--- src/rtl/pgw_pkg.sv ---
package pgw_pkg;

  // Controller phases of a page write
  typedef enum logic [1:0] {
    PG_IDLE    = 2'd0,  // no write open
    PG_COLLECT = 2'd1,  // address loaded, bytes being staged
    PG_PROG    = 2'd2   // self-timed commit in progress
  } pg_state_e;

endpackage

--- src/rtl/pgw_addr_counter.sv ---
module pgw_addr_counter #(
  parameter int ROW_W = 4,
  parameter int COL_W = 4
) (
  input  logic                   clk,
  input  logic                   rst_n,
  input  logic                   load,
  input  logic [ROW_W+COL_W-1:0] load_addr,
  input  logic                   step,
  output logic [ROW_W-1:0]       row_o,
  output logic [COL_W-1:0]       col_o
);

  logic [ROW_W-1:0] row_q, row_d;
  logic [COL_W-1:0] col_q, col_d;

  always_comb begin
    row_d = row_q;
    col_d = col_q;
    if (load) begin
      row_d = load_addr[ROW_W+COL_W-1:COL_W];
      col_d = load_addr[COL_W-1:0];
    end else if (step) begin
      col_d = col_q + COL_W'(1);  // wraps inside the row
    end
  end

  always_ff @(posedge clk or negedge rst_n) begin
    if (!rst_n) begin
      row_q <= '0;
      col_q <= '0;
    end else if (load || step) begin
      row_q <= row_d;
      col_q <= col_d;
    end
  end

  assign row_o = row_q;
  assign col_o = col_q;

  // a step advances only the column, the row is frozen
  a_r3_col_step: assert property (@(posedge clk) disable iff (!rst_n)
    (step && !load) |=> (row_q == $past(row_q)) && (col_q == $past(col_q) + COL_W'(1)));

  // without load or step the pointer holds
  a_r10_ptr_hold: assert property (@(posedge clk) disable iff (!rst_n)
    (!step && !load) |=> ($stable(row_q) && $stable(col_q)));

endmodule

--- src/rtl/pgw_stage_buf.sv ---
module pgw_stage_buf #(
  parameter int COL_W  = 4,
  parameter int DATA_W = 8
) (
  input  logic                 clk,
  input  logic                 rst_n,
  input  logic                 clear,
  input  logic                 wr_en,
  input  logic [COL_W-1:0]     wr_col,
  input  logic [DATA_W-1:0]    wr_data,
  input  logic [COL_W-1:0]     rd_col,
  output logic [(1<<COL_W)-1:0] valid_o,
  output logic [DATA_W-1:0]    rd_data
);

  localparam int SLOTS = 1 << COL_W;

  logic [DATA_W-1:0] slot_q [SLOTS];
  logic [SLOTS-1:0]  valid_q;

  for (genvar s = 0; s < SLOTS; s++) begin : g_slot
    logic hit;
    assign hit = wr_en && (wr_col == COL_W'(s));

    // data holds no reset: its valid bit qualifies it
    always_ff @(posedge clk) begin
      if (hit) begin
        slot_q[s] <= wr_data;
      end
    end

    always_ff @(posedge clk or negedge rst_n) begin
      if (!rst_n) begin
        valid_q[s] <= 1'b0;
      end else if (clear) begin
        valid_q[s] <= 1'b0;
      end else if (hit) begin
        valid_q[s] <= 1'b1;
      end
    end
  end

  assign valid_o = valid_q;
  assign rd_data = slot_q[rd_col];

  // an accepted byte lands in its slot and marks it staged
  a_r4_slot_written: assert property (@(posedge clk) disable iff (!rst_n)
    (wr_en && !clear) |=> (valid_q[$past(wr_col)] && (slot_q[$past(wr_col)] == $past(wr_data))));

  // a clear empties the whole mask
  a_r9_mask_cleared: assert property (@(posedge clk) disable iff (!rst_n)
    clear |=> (valid_q == '0));

endmodule

--- src/rtl/pgw_prog_timer.sv ---
module pgw_prog_timer #(
  parameter int PROG_CYCLES = 64,
  parameter int CNT_W       = 7
) (
  input  logic             clk,
  input  logic             rst_n,
  input  logic             go,
  output logic             busy_o,
  output logic [CNT_W-1:0] cnt_o,
  output logic             done_o
);

  localparam logic [CNT_W-1:0] LAST = CNT_W'(PROG_CYCLES - 1);

  logic             busy_q, busy_d;
  logic [CNT_W-1:0] cnt_q, cnt_d;
  logic             last_tick;

  assign last_tick = busy_q && (cnt_q == LAST);

  always_comb begin
    busy_d = busy_q;
    cnt_d  = cnt_q;
    if (busy_q) begin
      if (last_tick) begin
        busy_d = 1'b0;
        cnt_d  = '0;
      end else begin
        cnt_d = cnt_q + CNT_W'(1);
      end
    end else if (go) begin
      busy_d = 1'b1;
      cnt_d  = '0;
    end
  end

  always_ff @(posedge clk or negedge rst_n) begin
    if (!rst_n) begin
      busy_q <= 1'b0;
      cnt_q  <= '0;
    end else if (busy_q || go) begin
      busy_q <= busy_d;
      cnt_q  <= cnt_d;
    end
  end

  assign busy_o = busy_q;
  assign cnt_o  = cnt_q;
  assign done_o = last_tick;

  // busy is never dropped before the full count
  a_r6_busy_hold: assert property (@(posedge clk) disable iff (!rst_n)
    (busy_q && (cnt_q != LAST)) |=> busy_q);

  // busy falls only after the last count
  a_r6_busy_exact: assert property (@(posedge clk) disable iff (!rst_n)
    $fell(busy_q) |-> ($past(cnt_q) == LAST));

  // every cycle starts its sweep at column zero
  a_r7_sweep_from_zero: assert property (@(posedge clk) disable iff (!rst_n)
    $rose(busy_q) |-> (cnt_q == '0));

endmodule

--- src/rtl/pgw_sequencer.sv ---
module pgw_sequencer #(
  parameter int ADDR_W      = 8,
  parameter int COL_W       = 4,
  parameter int DATA_W      = 8,
  parameter int PROG_CYCLES = 64   // must be at least 1<<COL_W
) (
  input  logic              clk,
  input  logic              rst_n,
  input  logic              addr_load,
  input  logic [ADDR_W-1:0] addr_in,
  input  logic              byte_stb,
  input  logic [DATA_W-1:0] byte_data,
  input  logic              byte_allow,
  input  logic              start_evt,
  input  logic              stop_evt,
  output logic              busy,
  output logic [ADDR_W-1:0] cur_addr,
  output logic              arr_we,
  output logic [ADDR_W-1:0] arr_addr,
  output logic [DATA_W-1:0] arr_wdata
);

  import pgw_pkg::*;

  localparam int ROW_W  = ADDR_W - COL_W;
  localparam int SLOTS  = 1 << COL_W;
  localparam int CNT_W  = $clog2(PROG_CYCLES + 1);

  // reset: asserted asynchronously, released on a clock edge
  logic [1:0] rst_sync_q;
  logic       rst_n_int;

  always_ff @(posedge clk or negedge rst_n) begin
    if (!rst_n) begin
      rst_sync_q <= 2'b00;
    end else begin
      rst_sync_q <= {rst_sync_q[0], 1'b1};
    end
  end
  assign rst_n_int = rst_sync_q[1];

  pg_state_e        state_q, state_d;
  logic             cnt_load, cnt_step, buf_clear, stage_en, prog_go;
  logic [ROW_W-1:0] row;
  logic [COL_W-1:0] col;
  logic [SLOTS-1:0] valid;
  logic [DATA_W-1:0] rd_data;
  logic             tmr_busy, tmr_done;
  logic [CNT_W-1:0] tmr_cnt;
  logic [COL_W-1:0] sweep_col;
  logic             sweep_on;

  // next-state process
  always_comb begin
    state_d   = state_q;
    cnt_load  = 1'b0;
    cnt_step  = 1'b0;
    buf_clear = 1'b0;
    stage_en  = 1'b0;
    prog_go   = 1'b0;
    case (state_q)
      PG_PROG: begin
        if (tmr_done) begin
          state_d   = PG_IDLE;
          buf_clear = 1'b1;
        end
      end
      default: begin
        if (addr_load) begin
          state_d   = PG_COLLECT;
          cnt_load  = 1'b1;
          buf_clear = 1'b1;
        end else if (start_evt) begin
          state_d   = PG_IDLE;
          buf_clear = 1'b1;
        end else if (state_q == PG_COLLECT) begin
          if (stop_evt) begin
            if (|valid) begin
              state_d = PG_PROG;
              prog_go = 1'b1;
            end else begin
              state_d = PG_IDLE;
            end
          end else if (byte_stb) begin
            cnt_step = 1'b1;
            stage_en = byte_allow;
          end
        end
      end
    endcase
  end

  // register process
  always_ff @(posedge clk or negedge rst_n_int) begin
    if (!rst_n_int) begin
      state_q <= PG_IDLE;
    end else begin
      state_q <= state_d;
    end
  end

  pgw_addr_counter #(
    .ROW_W (ROW_W),
    .COL_W (COL_W)
  ) u_ptr (
    .clk       (clk),
    .rst_n     (rst_n_int),
    .load      (cnt_load),
    .load_addr (addr_in),
    .step      (cnt_step),
    .row_o     (row),
    .col_o     (col)
  );

  pgw_stage_buf #(
    .COL_W  (COL_W),
    .DATA_W (DATA_W)
  ) u_buf (
    .clk     (clk),
    .rst_n   (rst_n_int),
    .clear   (buf_clear),
    .wr_en   (stage_en),
    .wr_col  (col),
    .wr_data (byte_data),
    .rd_col  (sweep_col),
    .valid_o (valid),
    .rd_data (rd_data)
  );

  pgw_prog_timer #(
    .PROG_CYCLES (PROG_CYCLES),
    .CNT_W       (CNT_W)
  ) u_tmr (
    .clk    (clk),
    .rst_n  (rst_n_int),
    .go     (prog_go),
    .busy_o (tmr_busy),
    .cnt_o  (tmr_cnt),
    .done_o (tmr_done)
  );

  // commit sweep: first SLOTS cycles of the busy window, one column each
  assign sweep_col = tmr_cnt[COL_W-1:0];
  assign sweep_on  = tmr_busy && (tmr_cnt < CNT_W'(SLOTS));

  assign busy      = tmr_busy;
  assign cur_addr  = {row, col};
  assign arr_we    = sweep_on && valid[sweep_col];
  assign arr_addr  = {row, sweep_col};
  assign arr_wdata = rd_data;

  // the controller phase and the timer agree
  a_r6_phase_match: assert property (@(posedge clk) disable iff (!rst_n_int)
    busy == (state_q == PG_PROG));

  // a committing STOP starts the timer on the next edge
  a_r6_stop_starts: assert property (@(posedge clk) disable iff (!rst_n_int)
    prog_go |=> busy);

  // a STOP with an empty buffer never opens a busy window
  a_r8_empty_stop: assert property (@(posedge clk) disable iff (!rst_n_int)
    ((state_q == PG_COLLECT) && stop_evt && !addr_load && !start_evt && (valid == '0)) |=> !busy);

  // the array is written only inside the busy window
  a_r7_we_in_busy: assert property (@(posedge clk) disable iff (!rst_n_int)
    arr_we |-> busy);

  // nothing is staged or stepped while busy
  a_r10_frozen_busy: assert property (@(posedge clk) disable iff (!rst_n_int)
    busy |-> (!stage_en && !cnt_step && !cnt_load));

endmodule

--- config.mk ---
export PLATFORM = sky130hd
export DESIGN_NAME = pgw_sequencer
export DESIGN_NICKNAME = d
export VERILOG_FILES = /design/src/rtl/pgw_pkg.sv /design/src/rtl/pgw_addr_counter.sv /design/src/rtl/pgw_stage_buf.sv /design/src/rtl/pgw_prog_timer.sv /design/src/rtl/pgw_sequencer.sv
export SDC_FILE = /design/constraint.sdc
export NUM_CORES = 1
export LEC_CHECK = 0
export BUFFER_PORTS_ARGS = -buffer_cell sky130_fd_sc_hd__buf_2
export CAP_MARGIN = 20
export CORE_UTILIZATION = 45
export CTS_BUF_LIST = sky130_fd_sc_hd__clkbuf_16
export DETAILED_ROUTE_END_ITERATION = 6
export SLEW_MARGIN = 25
export SYNTH_ARGS = -nofsm -noshare
export SYNTH_HDL_FRONTEND = slang
export SYNTH_SLANG_ARGS = --single-unit
--- constraint.sdc ---
create_clock -name clk -period 1.89 [get_ports clk]
set_clock_uncertainty 0.2 [all_clocks]
set_input_delay 0.2835 -clock clk [delete_from_list [all_inputs] [get_ports clk]]
set_output_delay 0.2835 -clock clk [all_outputs]
set_load 0.02 [all_outputs]
== Yosys cells after proc, flatten, opt, wreduce, memory -nomap -nowiden ==
Memory sizes are Yosys's and may differ from the RTL's.
Cells that the tools add are included.
Widths: inputs -> output; s select.
Cells by class
  muxes and demuxes: 150
  $add $sub $neg: 2
  divide/modulo/power cells: 0
  shift operators: 0
  $lt $le $gt $ge: 2
  multiply operators: 0
  eq/ne operators: 19
  reduce and logical (&&, ||, !) cells: 62
  bitwise logic cells: 0
Operators with widths (count)
  $mux 8: 15
  $reduce_or 8->1: 15
  $mux 1: 107
  $mux 4: 17
  $reduce_bool 2->1: 18
  $eq 4x4->1 const B: 8
  $mux 7: 3
  $logic_and 1x1->1: 19
  $eq 4x3->1 const B: 4
  $reduce_or 16->1: 1
  $mux 2: 7
  $eq 4x2->1 const B: 2
  $reduce_bool 4->1: 2
  $add 7x1->7 const B: 1
  $eq 7x6->1 const B: 1
  $lt 7x5->1 const B: 1
  $reduce_and 2->1: 3
  $lt 4x5->1 const B: 1
  $add 4x1->4 const B: 1
  $bmux 1 s4: 1
  $eq 4x1->1 const B: 1
  $logic_not 4->1: 1
  $reduce_and 3->1: 1
  $eq 2x1->1 const B: 1
  3 further kinds: 4
Word-level totals
  bits of input ports: 23
  memory bits (read-only): 0
  bits in latches: 0
  register bits: 36
  memory bits (writable): 128
  memories: 1
Memories
  u_buf.slot_q: words 16, bits a word 8, rd ports 1, clocked after Yosys merged registers in 0, write ports 1, line pgw_stage_buf.sv:18  | logic [DATA_W-1:0] slot_q [SLOTS];

== Longest topological paths before layout ==
  depth after elaboration: 25
  depth in mapped cells: 6
  depth with buffers taken out: 6

== Modules after synthesis ==
A second synthesis with hierarchy kept.
Unflattened totals
  cells, all modules: 399
  area total of the unflattened synthesis: 6804.0 um^2
Modules (own cells, without submodules)
  pgw_stage_buf: sequential area each 4244.1 um^2, times used 1, cells an instance 280, area an instance 5595.4 um^2
  pgw_sequencer: sequential area each 100.1 um^2, times used 1, cells an instance 47, area an instance 437.9 um^2
  pgw_prog_timer: sequential area each 200.2 um^2, times used 1, cells an instance 45, area an instance 417.9 um^2
  pgw_addr_counter: sequential area each 200.2 um^2, times used 1, cells an instance 27, area an instance 352.8 um^2

== Worst setup path before layout ==
Ideal clock, no wire load.
  kind: reg-to-output
  start point: register u_tmr.cnt_q[0] (netlist: u_tmr.cnt_o[0])
  end point: output port arr_we
  setup slack: -434 ps
  arrival: 1840 ps
  cell stages (with the launch flop): 7
  cell sequence: dfrtp_1 > buf_6 > buf_8 > mux4_2 > nor2_1 > o32a_1 > nor4_1
On the way
  word-level cells in the longest chain between the ends: 3
Ends and longest elaborated chain
  start: declaration: line pgw_prog_timer.sv:16  | logic [CNT_W-1:0] cnt_q, cnt_d;
  start signal: assignment: line pgw_prog_timer.sv:43  | cnt_q <= cnt_d;
  $lt 7x5->1 or $bmux 1 s4 (tied branches): line pgw_sequencer.sv:144, pgw_sequencer.sv:148
  $logic_and 1x1->1 or $mux 1 (tied branches): line pgw_sequencer.sv:144, pgw_sequencer.sv:148
  $logic_and 1x1->1 (*): line pgw_sequencer.sv:148  | assign arr_we = sweep_on && valid[sweep_col];
  end: declaration: line pgw_sequencer.sv:18  | output logic arr_we,
Mark *: on every way between the ends. The rest lies on a longest branch, timed or not. The select of a mux whose other input is x is not followed.

== Final worst setup path ==
  start point: register u_tmr.cnt_q[0] (netlist: u_tmr.cnt_o[0])
  end point: output port arr_wdata[7]
On the way
  word-level cells in the longest chain between the ends: 1
Ends and longest elaborated chain
  $mem_v2 16x8
  end: declaration: line pgw_sequencer.sv:20  | output logic [DATA_W-1:0] arr_wdata
No other way between the ends.

==> impl_metrics.yaml <==
outcome:
  status: "complete, but fails checks"
  violations: "DRC, setup timing"
grt:
  antenna_found_initial: 0
  grt_first_pass_wirelength_um: 25000
  grt_max_degree: 29
  grt_overflow_total: 0
  grt_pass1_vias: 4340
  grt.total_usage: 0.221
routing:
  dr_wl_met3_um: 840
  wl_met1_um: 7110
  avgViaCountPerCell: 5.62
  routed.top_layer: "met4"
  drtAntennaViolNets: 0
  drc: 2
  dr.pass1.iters: 6
  vias: 4087
  drtIter0Drc: 306
  dr_wl_met2_um: 7910
  wirelength_um: 16100
  routedWlPerCell_um: 22.1
critical_path:
  path_depth: 7
  max_stage_delay_ps: 500
  crit_start: "u_tmr.cnt_o[0]$_DFFE_PN0P_"
  path_delay_family: "buffers and inverters"
  r2r-start: "state_q[1]$_DFFE_PN0P_"
  r2r_slack_ps: -350
  cp.arrival_ps: 2090
  cpMaxStageDelayCell: "mux4_2"
  worstSetupEndpointType: "output port"
  reg2reg_depth: 9
  cp-start-kind: "flop"
  path_class: "flop to output port"
  worstReg2RegEnd: "u_buf.slot_q[2][4]$_DFFE_PP_"
  path_max_fanout: 5
  critical_path_buf_inv_count: 4
  cp-endpoint: "arr_wdata[7]"
  cp.required_ps: 1410
  path_cells: "buf_6 -> buf_12 -> buf_16 -> mux4_2 -> o22ai_2 -> nor2_2 -> buf_2"
timing:
  drv_slew: 0
  hold_violations: 0
  clock.fmax_mhz: 389
  rsz0062_at_grt: "true"
  setup-violations-final: 168
  period_share: 1.36
  fin_ws_ps: -681
  fin_crit_ps: 2570
  fin_setup_tns_ps: -42340
layout:
  fill_cells: 1020
  final_common_cell: "edfxtp_1"
  antenna_cells: 0
  layout-area-overhead-vs-synth_pct: 37.6
  drive_gt1_frac: 0.525
  final_cells: 727
  nNetsFinal: 560
  final_cell_mix: "edfxtp_1 (128), buf_2 (43), buf_6 (40)"
floorplan:
  die_h_um: 125
  ios: 49
  die_area_sq_um: 15600
  die_w_um: 125
  rows: 44
  core_sq_um: 14600
  initial_utilization: 0.463
yosys:
  ys_seq_area_frac: 0.699
  synth_top_cell_area_share: 0.566
  synth_area_sq_um: 6790
  synth_top_area_cell: "edfxtp_1"
  synth.avg_cell_area_sq_um: 17.8
  netlist_top_cells_area: "edfxtp_1 (57%), dfrtp_1 (13%), mux4_2 (11%), o21a_1 (1.8%), mux2_2 (1.5%)"
  synth_edf_count: 128
  yosys_warnings: 0
  synth_ff_type: "edfxtp_1"
  syn-instance-count: 382
  ys_types: 46
  synth_seq_cells: 164
  asyncSetResetFlopFracSynth: 0.220
  syn_nets: 412
cts:
  htree_levels: 4
  cts_tree: "yes"
  clock_sinks: 164
  path_clk_slew_ps: 70
  clk_path_buf_depth: 2
  cts_made_buffers: 17
  clk_latency_ps: 410
  cts-root-buf: "clkbuf_16"
flow_run:
  maxCapViolations: 0
power:
  powerDensity_nw_per_um2: 802
  switchingPower_uw: 1630
  seqPwrFrac: 0.526
  fin_total_pwr_uw: 7490
  p_leak_uw: 0.00345
  internal_power_uw: 5850
  swShare: 0.218
  p_clk_frac: 0.433
  pwr-share-comb: 0.041
  peakVddDrop_mv: 0.630
placement:
  gp_congestion: 0.776
  pre_cts_ws_ps: -317
  dp.cells: 656
  dp_hpwl_um: 9770
  portBuffers: 48
worst_hold_path:
  hold_path_class: "flop to asynchronous set/reset pin"
==> worst min-delay path by stage <==
stage,start,endpoint,cells past startpoint
5_1_grt,byte_data[5],u_buf.slot_q[7][5]$_DFFE_PP_,1
4_1_cts,byte_data[5],u_buf.slot_q[5][5]$_DFFE_PP_,1
6_report,rst_sync_q[1]$_DFF_PN0_,u_buf.valid_o[0]$_DFFE_PN0P_,1
2_1_floorplan,rst_n,rst_sync_q[0]$_DFF_PN0_,0
3_3_place_gp,rst_n,rst_sync_q[0]$_DFF_PN0_,1
3_5_place_dp,rst_n,rst_sync_q[0]$_DFF_PN0_,1
==> repair_timing <==
action,CTS,global route
hold buffers,11,0
cloned,7,1
setup buffers,19,10
endpoints found under the hold margin,16,0
pin swaps,25,17
gates resized for setup,92,22
endpoints found under the setup margin,171,172
==> power by group through the flow <==
stage               clock network [uW]  logic [uW]  registers [uW]
floorplan                            0         119            4040
detailed placement                   0         257            4020
finish                            3240         305            3940
CTS                               3300         300            3940
global placement                     0         247            4020
global route                      3450         334            3940
==> registers in the layout, summed over array words and instances, names as in the netlist <==
name / flops
state_q: 2
rst_sync_q: 2
u_buf.slot_q: 128
u_ptr.row_o: 4
u_tmr.cnt_o: 7
u_ptr.col_o: 4
u_tmr.busy_o: 1
u_buf.valid_o: 16
==> cell type report <==
| class | count | area, sq um | share of cell area |
|---|---|---|---|
| clock buffers | 17 | 425 | 0.0456 |
| multi-input cells | 187 | 2270 | 0.243 |
| well taps | 184 | 230 | 0.0247 |
| repair buffers | 154 | 1510 | 0.162 |
| flip-flops and latches | 164 | 4750 | 0.509 |
| clock inverters | 15 | 129 | 0.0138 |
| inverters | 6 | 22.5 | 0.00241 |
==> worst register-to-register path, cell delays in order (launching register included) <==
cell and delay [ps]:
dfrtp_1 430, inv_1 110, ha_4 120, nor4b_4 230
buf_4 180, nand4_1 90, buf_6 140, buf_6 120
nor3_4 160, buf_6 180
==> layer usage <==
layer	up-vias	track usage
met4	0	0.0523
met1	2145	0.307
met5	-	0
li1	1812	-
met3	18	0.0515
met2	112	0.356
==> logic make-up (layout without fill, tap and decap cells) <==
family | count (synthesis) | in the layout | synth area share
compound gates | 55 | 55 | 0.0594
xor+xnor | 5 | 5 | 0.00646
fa+ha+maj | 7 | 7 | 0.0129
buf+inv | 31 | 192 | 0.0304
flops | 164 | 164 | 0.699
mux | 46 | 46 | 0.132
other cells | 1 | 1 | 0.000553
simple gates | 73 | 73 | 0.0588
==> stage by stage <==
stage,hold slack (ps),util,cell area [sq um]
finish,49.2,0.638,9340
global route,44.9,0.638,9340
CTS,35.3,0.635,9310
detailed placement,-130,0.540,7910
global placement,-131,0.540,7910
floorplan,-212,-,6970
==> cell usage after synthesis (2+ instances only) <==
library cell	number
nor2b_1	3
a211oi_1	2
xor2_1	2
or2_2	2
nor2_1	26
nand3_1	5
mux2i_1	3
mux2_2	9
buf_6	2
inv_1	5
a31o_2	6
nor3_2	4
o22ai_1	13
buf_4	10
dfrtp_1	36
nand2_1	10
ha_1	7
o21a_1	16
nor4_1	6
edfxtp_1	128
mux4_2	34
o21ai_0	5
a21oi_1	3
o31ai_1	3
clkbuf_1	2
xnor2_1	3
nand2b_1	7
nand4_1	5
buf_2	8
Power figures use the tool's default switching activity.
